[src/rtl/rdg_pkg.sv]
package rdg_pkg;

   localparam logic [1:0] RESP_OKAY   = 2'b00;
   localparam logic [1:0] RESP_SLVERR = 2'b10;
   localparam logic [1:0] RESP_DECERR = 2'b11;

   // selector value that parks rejected reads instead of answering them
   localparam int unsigned SEL_HOLD = 3;

   function automatic logic [1:0] reject_code(int unsigned sel);
      case (sel)
         0:       return RESP_SLVERR;
         1:       return RESP_DECERR;
         default: return RESP_OKAY;
      endcase
   endfunction

endpackage

[src/rtl/rdg_cmd_queue.sv]
// Circular command store with three pointers: write (accept),
// issue (sent downstream or marked local) and retire (R beat done).
module rdg_cmd_queue #(
   parameter int ADDR_W = 32,
   parameter int DEPTH  = 16
) (
   input  logic              clk,
   input  logic              rst_n,
   input  logic              push,
   input  logic [ADDR_W-1:0] push_addr,
   input  logic              push_tag,
   input  logic              iss_adv,
   input  logic              ret_adv,
   output logic              full,
   output logic              iss_valid,
   output logic [ADDR_W-1:0] iss_addr,
   output logic              iss_tag,
   output logic              ret_valid,
   output logic              ret_tag
);
   localparam int IW = $clog2(DEPTH);
   localparam int PW = IW + 1;

   logic [PW-1:0]     wr_p, is_p, rt_p;
   logic [ADDR_W-1:0] addr_mem [DEPTH];
   logic [DEPTH-1:0]  tag_mem;

   always_ff @(posedge clk) begin
      if (!rst_n) begin
         wr_p <= '0;
         is_p <= '0;
         rt_p <= '0;
      end else begin
         if (push)    wr_p <= wr_p + PW'(1);
         if (iss_adv) is_p <= is_p + PW'(1);
         if (ret_adv) rt_p <= rt_p + PW'(1);
      end
   end

   always_ff @(posedge clk) begin
      if (push) begin
         addr_mem[wr_p[IW-1:0]] <= push_addr;
         tag_mem[wr_p[IW-1:0]]  <= push_tag;
      end
   end

   assign full      = (wr_p[IW] != rt_p[IW]) && (wr_p[IW-1:0] == rt_p[IW-1:0]);
   assign iss_valid = (wr_p != is_p);
   assign ret_valid = (is_p != rt_p);
   assign iss_addr  = addr_mem[is_p[IW-1:0]];
   assign iss_tag   = tag_mem[is_p[IW-1:0]];
   assign ret_tag   = tag_mem[rt_p[IW-1:0]];

endmodule

[src/rtl/rdg_issue.sv]
// Moves the oldest unissued command either onto the downstream AR
// channel or, for a locally answered read, straight to issued.
module rdg_issue
   import rdg_pkg::*;
#(
   parameter int ADDR_W   = 32,
   parameter int REJ_RESP = 0
) (
   input  logic              clk,
   input  logic              rst_n,
   input  logic              shut_req,
   input  logic              iss_valid,
   input  logic [ADDR_W-1:0] iss_addr,
   input  logic              iss_tag,
   input  logic              m_arready,
   output logic              m_arvalid,
   output logic [ADDR_W-1:0] m_araddr,
   output logic              iss_adv
);
   localparam bit PARK = (REJ_RESP == int'(SEL_HOLD));

   logic ar_held;   // valid already raised: must stay up until taken
   logic park_now;
   logic local_ans;

   assign local_ans = iss_tag && !PARK;
   assign park_now  = PARK && iss_tag && shut_req && !ar_held;
   assign m_arvalid = iss_valid && !local_ans && !park_now;
   assign m_araddr  = iss_addr;
   assign iss_adv   = (m_arvalid && m_arready) || (iss_valid && local_ans);

   always_ff @(posedge clk) begin
      if (!rst_n) ar_held <= 1'b0;
      else        ar_held <= m_arvalid && !m_arready;
   end

endmodule

[src/rtl/rdg_resp_path.sv]
// Upstream R channel: serves the oldest issued read, either from the
// downstream R channel or with a locally built answer.
module rdg_resp_path
   import rdg_pkg::*;
#(
   parameter int DATA_W   = 32,
   parameter int REJ_RESP = 0
) (
   input  logic              ret_valid,
   input  logic              ret_tag,
   input  logic              s_rready,
   input  logic              m_rvalid,
   input  logic [DATA_W-1:0] m_rdata,
   input  logic [1:0]        m_rresp,
   output logic              s_rvalid,
   output logic [DATA_W-1:0] s_rdata,
   output logic [1:0]        s_rresp,
   output logic              m_rready,
   output logic              ret_adv
);
   localparam bit         PARK     = (REJ_RESP == int'(SEL_HOLD));
   localparam logic [1:0] LOC_RESP = reject_code(REJ_RESP);

   logic head_local;

   assign head_local = ret_valid && ret_tag && !PARK;
   assign s_rvalid   = head_local || (ret_valid && m_rvalid);
   assign s_rdata    = head_local ? '0 : m_rdata;
   assign s_rresp    = head_local ? LOC_RESP : m_rresp;
   assign m_rready   = ret_valid && !head_local && s_rready;
   assign ret_adv    = s_rvalid && s_rready;

endmodule

[src/rtl/rd_shutdown_gate.sv]
module rd_shutdown_gate
   import rdg_pkg::*;
#(
   parameter int ADDR_W   = 32,
   parameter int DATA_W   = 32,
   parameter int DEPTH    = 16,
   parameter int REJ_RESP = 0,
   parameter int UP_IN_RP = 0
) (
   input  logic              clk,
   input  logic              rst_n,
   input  logic              shut_req,
   input  logic              s_arvalid,
   output logic              s_arready,
   input  logic [ADDR_W-1:0] s_araddr,
   output logic              s_rvalid,
   input  logic              s_rready,
   output logic [DATA_W-1:0] s_rdata,
   output logic [1:0]        s_rresp,
   output logic              m_arvalid,
   input  logic              m_arready,
   output logic [ADDR_W-1:0] m_araddr,
   input  logic              m_rvalid,
   output logic              m_rready,
   input  logic [DATA_W-1:0] m_rdata,
   input  logic [1:0]        m_rresp,
   output logic              rd_in_shut,
   output logic              rd_irq
);
   localparam int CW = $clog2(DEPTH + 1);

   generate
      if (DEPTH < 2 || (DEPTH & (DEPTH - 1)) != 0) begin : g_bad_depth
         $error("rd_shutdown_gate: DEPTH must be a power of two >= 2");
      end
      if (REJ_RESP < 0 || REJ_RESP > 3) begin : g_bad_sel
         $error("rd_shutdown_gate: REJ_RESP must be 0..3");
      end
   endgenerate

   logic              q_full, iss_valid, iss_tag, iss_adv;
   logic              ret_valid, ret_tag, ret_adv;
   logic [ADDR_W-1:0] iss_addr;
   logic              accept;
   logic [CW-1:0]     pass_cnt;

   assign accept = s_arvalid && s_arready;

   rdg_cmd_queue #(.ADDR_W(ADDR_W), .DEPTH(DEPTH)) u_queue (
      .clk       (clk),
      .rst_n     (rst_n),
      .push      (accept),
      .push_addr (s_araddr),
      .push_tag  (shut_req),
      .iss_adv   (iss_adv),
      .ret_adv   (ret_adv),
      .full      (q_full),
      .iss_valid (iss_valid),
      .iss_addr  (iss_addr),
      .iss_tag   (iss_tag),
      .ret_valid (ret_valid),
      .ret_tag   (ret_tag)
   );

   rdg_issue #(.ADDR_W(ADDR_W), .REJ_RESP(REJ_RESP)) u_issue (
      .clk       (clk),
      .rst_n     (rst_n),
      .shut_req  (shut_req),
      .iss_valid (iss_valid),
      .iss_addr  (iss_addr),
      .iss_tag   (iss_tag),
      .m_arready (m_arready),
      .m_arvalid (m_arvalid),
      .m_araddr  (m_araddr),
      .iss_adv   (iss_adv)
   );

   rdg_resp_path #(.DATA_W(DATA_W), .REJ_RESP(REJ_RESP)) u_resp (
      .ret_valid (ret_valid),
      .ret_tag   (ret_tag),
      .s_rready  (s_rready),
      .m_rvalid  (m_rvalid),
      .m_rdata   (m_rdata),
      .m_rresp   (m_rresp),
      .s_rvalid  (s_rvalid),
      .s_rdata   (s_rdata),
      .s_rresp   (s_rresp),
      .m_rready  (m_rready),
      .ret_adv   (ret_adv)
   );

   // reads accepted in pass mode that have not yet been answered upstream
   always_ff @(posedge clk) begin
      if (!rst_n) begin
         pass_cnt <= '0;
      end else begin
         case ({accept && !shut_req, ret_adv && !ret_tag})
            2'b10:   pass_cnt <= pass_cnt + CW'(1);
            2'b01:   pass_cnt <= pass_cnt - CW'(1);
            default: pass_cnt <= pass_cnt;
         endcase
      end
   end

   assign rd_in_shut = shut_req && (pass_cnt == '0);

   always_ff @(posedge clk) begin
      if (!rst_n) rd_irq <= 1'b0;
      else        rd_irq <= accept && shut_req;
   end

   // an upstream master inside the swapped region is fenced off once drained
   generate
      if (UP_IN_RP != 0) begin : g_fenced
         assign s_arready = !q_full && !rd_in_shut;
      end else begin : g_open
         assign s_arready = !q_full;
      end
   endgenerate

endmodule

[config.mk]
export PLATFORM = sky130hd
export DESIGN_NAME = rd_shutdown_gate
export DESIGN_NICKNAME = d
export VERILOG_FILES = /design/src/rtl/rdg_pkg.sv /design/src/rtl/rdg_cmd_queue.sv /design/src/rtl/rdg_issue.sv /design/src/rtl/rdg_resp_path.sv /design/src/rtl/rd_shutdown_gate.sv
export SDC_FILE = /design/constraint.sdc
export NUM_CORES = 1
export LEC_CHECK = 0
export ABC_AREA = 1
export ABC_CLOCK_PERIOD_IN_PS = 8600
export BUFFER_PORTS_ARGS = -buffer_cell sky130_fd_sc_hd__clkbuf_2
export CORE_AREA = 2 2 244 246
export CTS_CLUSTER_SIZE = 10
export DETAILED_ROUTE_END_ITERATION = 16
export DIE_AREA = 0 0 246 248
export PLACE_DENSITY = 0.66
export SYNTH_ARGS = -nofsm -noshare
export SYNTH_HDL_FRONTEND = slang
export SYNTH_SLANG_ARGS = --single-unit
[constraint.sdc]
create_clock -name clk -period 8.6 [get_ports clk]
set_clock_uncertainty 0.15 [all_clocks]
set_input_delay 0.43 -clock clk [delete_from_list [all_inputs] [get_ports clk]]
set_output_delay 0.43 -clock clk [all_outputs]
set_load 0.05 [all_outputs]
-- After elaboration in Yosys (flattened, before gate mapping)
Memory sizes are Yosys's and may differ from the RTL's. A register that Yosys moved wholly into a read port is not among the register bits.
Cells that the tools add are included.
- multiplexer cells: 14
- reductions and logical operators: 24
- order comparisons: 4
- equality and inequality tests: 6
- add/sub/neg operators: 5
- operator list (cell ; number):
    32-bit 2-to-1 mux ; 1
    5-bit by 1-bit adder with 5-bit output, second input constant ; 4
    16-bit bitwise mux ; 1
    1-bit logical AND ; 15
    4-bit by 5-bit less-than comparator with 1-bit output, second input constant ; 3
    5-bit != test ; 2
    5-bit case mux with 2 select lines ; 1
    1-bit binary-select mux with 4-bit select ; 2
    4-bit 2-to-1 mux ; 2
    1-bit zero test ; 5
    5-bit zero test ; 1
    1-bit 2-to-1 mux ; 5
    5-bit by 1-bit subtractor with 5-bit output, second input constant ; 1
    1-bit demux with 4-bit select ; 1
    4-bit equality test ; 1
    4-bit by 1-bit greater-or-equal comparator with 1-bit output, second input constant ; 1
    2-bit by 1-bit equality test with 1-bit output, second input constant ; 1
    2-bit equality test, second input constant ; 1
    1-bit logical OR ; 2
    2-bit 2-to-1 mux ; 1
    2-bit nonzero test ; 1
    1-bit != test ; 1
- memory bits (writable): 512
- word-level logic and storage cells: 60
- bits of input ports: 73
- flip-flop bits (word level): 37
- memories kept: 1
- output and inout port bits: 72
- memories (memory ; words ; bits a word ; read ports ; clocked after memory_dff ; write ports ; line ; RTL):
    u_queue.addr_mem ; 16 ; 32 ; 1 ; 1 ; 1 ; rdg_cmd_queue.sv:25 ; logic [ADDR_W-1:0] addr_mem [DEPTH];

-- Logic depth before layout (Yosys ltp)
- depth in word-level cells: 8
- gate-level depth with buffers: 18

-- Hierarchy
From an unflattened synthesis, not the netlist that was laid out.
- cell total of the unflattened synthesis: 2488
- area total of the unflattened synthesis: 25061.5 um^2
- modules (own cells, without submodules) (module ; area an instance (um^2) ; cells an instance ; times used):
    rdg_cmd_queue ; 23829.1 ; 2300 ; 1
    rdg_resp_path ; 539.3 ; 83 ; 1
    rd_shutdown_gate ; 437.9 ; 69 ; 1
    rdg_issue ; 255.2 ; 36 ; 1

-- Worst setup path before layout
No wires, ideal clock.
- path type: register -> register
- start: register u_queue.wr_p[1]
- end: memory u_queue.addr_mem[11][0], enable pin
- slack: 4586 ps
- cell stages (with the launch flop): 7
- data arrival time: 3400 ps
- period minus slack after synthesis: 4014 ps
- data required time: 7986 ps
- setup time: 464 ps
- cell sequence: dfxtp_1 inv_1 nor2_1 nor4_4 nand3_4 nand2_8 nor3_1
- word-level cells in the longest chain between the ends: 6
- RTL lines (what ; line ; RTL):
    start: declaration ; rdg_cmd_queue.sv:24 ; logic [PW-1:0] wr_p, is_p, rt_p;
    start signal: assignment ; rdg_cmd_queue.sv:34 ; if (push) wr_p <= wr_p + PW'(1);
    4-bit equality test ; rdg_cmd_queue.sv:47 ; assign full = (wr_p[IW] != rt_p[IW]) && (wr_p[IW-1:0] == rt_p[IW-1:0]);
    1-bit logical AND ; rdg_cmd_queue.sv:47 ;
    1-bit zero test ; rd_shutdown_gate.sv:117 ; assign s_arready = !q_full;
    named net s_arready ; rd_shutdown_gate.sv:14 ; output logic s_arready,
    1-bit logical AND ; rd_shutdown_gate.sv:47 ; assign accept = s_arvalid && s_arready;
    1-bit 2-to-1 mux ; rdg_cmd_queue.sv:41 ; if (push) begin
    1-bit 2-to-1 mux (implied by the code) ; rdg_cmd_queue.sv:42 ; addr_mem[wr_p[IW-1:0]] <= push_addr;
    end: declaration ; rdg_cmd_queue.sv:25 ;
The timed path passes the listed nets, and every way through them passes these cells.

==> flow_metrics.env <==
export IMPL_crit_path_frequent_cell="o211ai_1"
export IMPL_final_common_cell="edfxtp_1"
export IMPL_clkTransAtPathRegs_ns=0.06
export IMPL_swShare=0.366
export IMPL_htree_levels=3
export IMPL_rows=89
export IMPL_synth_compound_area_share=0.110
export IMPL_synthCells=1745
export IMPL_synth_area_top_cells="edfxtp_1 68%, mux2i_1 5.5%, o211ai_1 4.1%"
export IMPL_worstPathArrival_ns=3.59
export IMPL_timing_final_crit_share=0.485
export IMPL_grt_util_all_layers=0.179
export IMPL_synth_xor_area_frac=0.00869
export IMPL_min_period_ns=4.17
export IMPL_drc=0
export IMPL_met3_length_um=3910
export IMPL_io_buffers=144
export IMPL_yosysTopAreaCellShare=0.684
export IMPL_topRoutingLayerUsed="met5"
export IMPL_first_global_vias=14129
export IMPL_crit_type="reg -> out"
export IMPL_nFillCells=5166
export IMPL_cp_cell_sequence="inv_4 -> buf_4 -> o211ai_1 -> o211ai_1 -> nand2_1 -> clkbuf_2"
export IMPL_final_cell_mix="528 x edfxtp_1, 206 x inv_1, 157 x o21ai_0"
export IMPL_min_path_cells=1
export IMPL_synth_edf_count=528
export IMPL_cp_end_kind="output port"
export IMPL_gp_congestion=0.842
export IMPL_setup_violations_final=0
export IMPL_drv_cap=0
export IMPL_syn_num_nets=1829
export IMPL_ir_drop_v=0.000317
export IMPL_syn_area_sq_um=23200
export IMPL_drt_total_wl_um=54600
export IMPL_tns_ns=0
export IMPL_finalHoldViolations=0
export IMPL_drtAntennaViolNets=0
export IMPL_numCtsBuffers=66
export IMPL_wl_met2_um=25800
export IMPL_dp_hpwl_um=28300
export IMPL_area_growth_pct=14.2
export IMPL_synthMuxAreaShare=0.0553
export IMPL_hold_worst_slack_ns=0.0863
export IMPL_wire_per_inst_um=20.4
export IMPL_status="complete, no violations"
export IMPL_cts_hold_buf=1
export IMPL_ys_types=38
export IMPL_comb_power_share=0.314
export IMPL_grt_max_degree=229
export IMPL_synth_seq_area_share=0.705
export IMPL_cts_tree="done"
export IMPL_root_buffer="clkbuf_16"
export IMPL_p_int_mw=5.20
export IMPL_crit_slowest_cell="dfxtp_4"
export IMPL_dieArea_sq_um=61000
export IMPL_p_per_area_nw_per_um2=310
export IMPL_path_buf_inv=3
export IMPL_fin_nets=1961
export IMPL_synth_top_family_by_area="compound AO/OA/AOI/OAI gates"
export IMPL_vias_per_cell=5.30
export IMPL_path_max_fanout=84
export IMPL_syn_area_per_cell_sq_um=13.3
export IMPL_p_clk_frac=0.301
export IMPL_first_iter_violations=1298
export IMPL_cp_start_kind="flip-flop"
export IMPL_num_vias=14154
export IMPL_cts_setup_buffers=0
export IMPL_fmax_ghz=0.240
export IMPL_postCtsResizedCells=0
export IMPL_clock_tree_buffer_depth=3
export IMPL_rsz0062_at_grt="false"
export IMPL_drive_above_1_share=0.152
export IMPL_p_leak_nw=9.38
export IMPL_ios=145
export IMPL_antenna_found_initial=3
export IMPL_wl_met1_um=23400
export IMPL_die_width_um=246
export IMPL_hp_class="in -> reg"
export IMPL_synth_simple_gate_area_frac=0.0544
export IMPL_p_seq_frac=0.385
export IMPL_cp_top_family="buffers and inverters"
export IMPL_grt_first_pass_wirelength_um=82500
export IMPL_die_h_um=248
export IMPL_r2r_cells=16
export IMPL_yosysWarnings=0
export IMPL_yosys_area_top_type="edfxtp_1"
export IMPL_clk_insertion_delay_late_ns=0.59
export IMPL_cp_num_cells=6
export IMPL_synth_ff_type="edfxtp_1"
export IMPL_first_pass_iters=5
export IMPL_slew_violations=0
export IMPL_grt_overflow_total=0
export IMPL_coreArea_sq_um=58500
export IMPL_slew_headroom=0.176
export IMPL_cts_sinks=553
export IMPL_worstPathRequired_ns=8.02
export IMPL_start_util=0.397
export IMPL_async_flop_share=0
export IMPL_tightest_slew_ns=1.24
export IMPL_slowest_delay_ns=1.00
export IMPL_p_switching_mw=3.01
export IMPL_yosys_register_bits=553
export IMPL_synth_fa_ha_area_frac=0.00626
## path summary, 6_finish.rpt
path	start	endpoint	slack [ns]
max	flip-flop	m_araddr[27]	4.43
min	s_araddr[14]	u_queue.addr_mem[12][14]	0.09
max reg2reg	u_queue.rt_p[0]	pass_cnt[4]	5.05
min reg2reg	pass_cnt[4]	pass_cnt[4]	0.35
## final cells by class
type | instances | area (sq um) | share of cell area
antenna | 3 | 7.51 | 0.000284
clock buffer | 80 | 1750 | 0.0660
clock inverter | 7 | 108 | 0.00407
inverter | 215 | 815 | 0.0308
multi-input combinational | 874 | 5550 | 0.210
sequential | 553 | 16400 | 0.618
tap | 773 | 967 | 0.0365
timing repair buffer | 167 | 908 | 0.0343
## synthesized netlist by cell type, types with 2 or more instances
master    number
inv_1        207
nand2_2        4
o211ai_1     128
nand2_1      107
a21oi_1      142
xor2_1        12
ha_1          10
a21oi_2        4
buf_6         20
a21o_1         2
nor3_1         5
buf_2         18
nor2_1        63
nand4_1        2
o21ai_1        7
nand3_1       72
edfxtp_1     528
nor2_4         4
xnor2_1       11
buf_1          3
nand3_2        2
nand2_4        3
mux2i_1      128
inv_2          6
buf_4          6
nand3b_1       4
o21ai_0      157
clkbuf_1      56
dfxtp_1       25
## state kept, by name (all words and copies together) (netlist names), named ones only
signal	flops
u_queue.addr_mem	512
pass_cnt	5
u_queue.is_p	5
u_queue.rt_p	5
u_queue.wr_p	5
rd_irq	1
u_queue.tag_mem	16
## power by group through the flow
stage,Combinational [mW],Clock (mW),Sequential (mW)
2_1_floorplan,2.20,0,3.08
3_3_place_gp,2.55,0,3.21
3_5_place_dp,2.58,0,3.22
4_1_cts,2.59,2.51,3.16
5_1_grt,2.81,2.61,3.18
6_report,2.58,2.47,3.16
## cell families (layout without fill, tap and decap cells)
kind of cell	count (synthesis)	after routing
adder cells (fa/ha/maj)	11	11
XOR/XNOR	23	23
AO/OA/AOI/OAI	441	441
flip-flops	553	553
buffers and inverters	318	469
AND/OR/NAND/NOR	271	271
multiplexers	128	128
other	0	3
## through the flow
stage	power, mW	instances	util	area [sq um]	setup slack (ns)
after floorplan	5.29	1745	-	23200	4.59
after detailed placement	5.80	2581	0.421	24600	5.03
after CTS	8.26	2669	0.453	26500	4.42
final	8.21	2672	0.453	26500	4.43
after global routing	8.59	2670	0.453	26500	4.18
after global placement	5.76	2581	0.421	24600	5.10
## routing by layer
layer | global-route usage | vias to the layer above
met2 | 0.294 | 499
met1 | 0.236 | 6982
met3 | 0.0385 | 104
li1 | - | 6567
met5 | 0 | -
met4 | 0.0561 | 2
No activity file was read; power rests on OpenSTA's default activity.
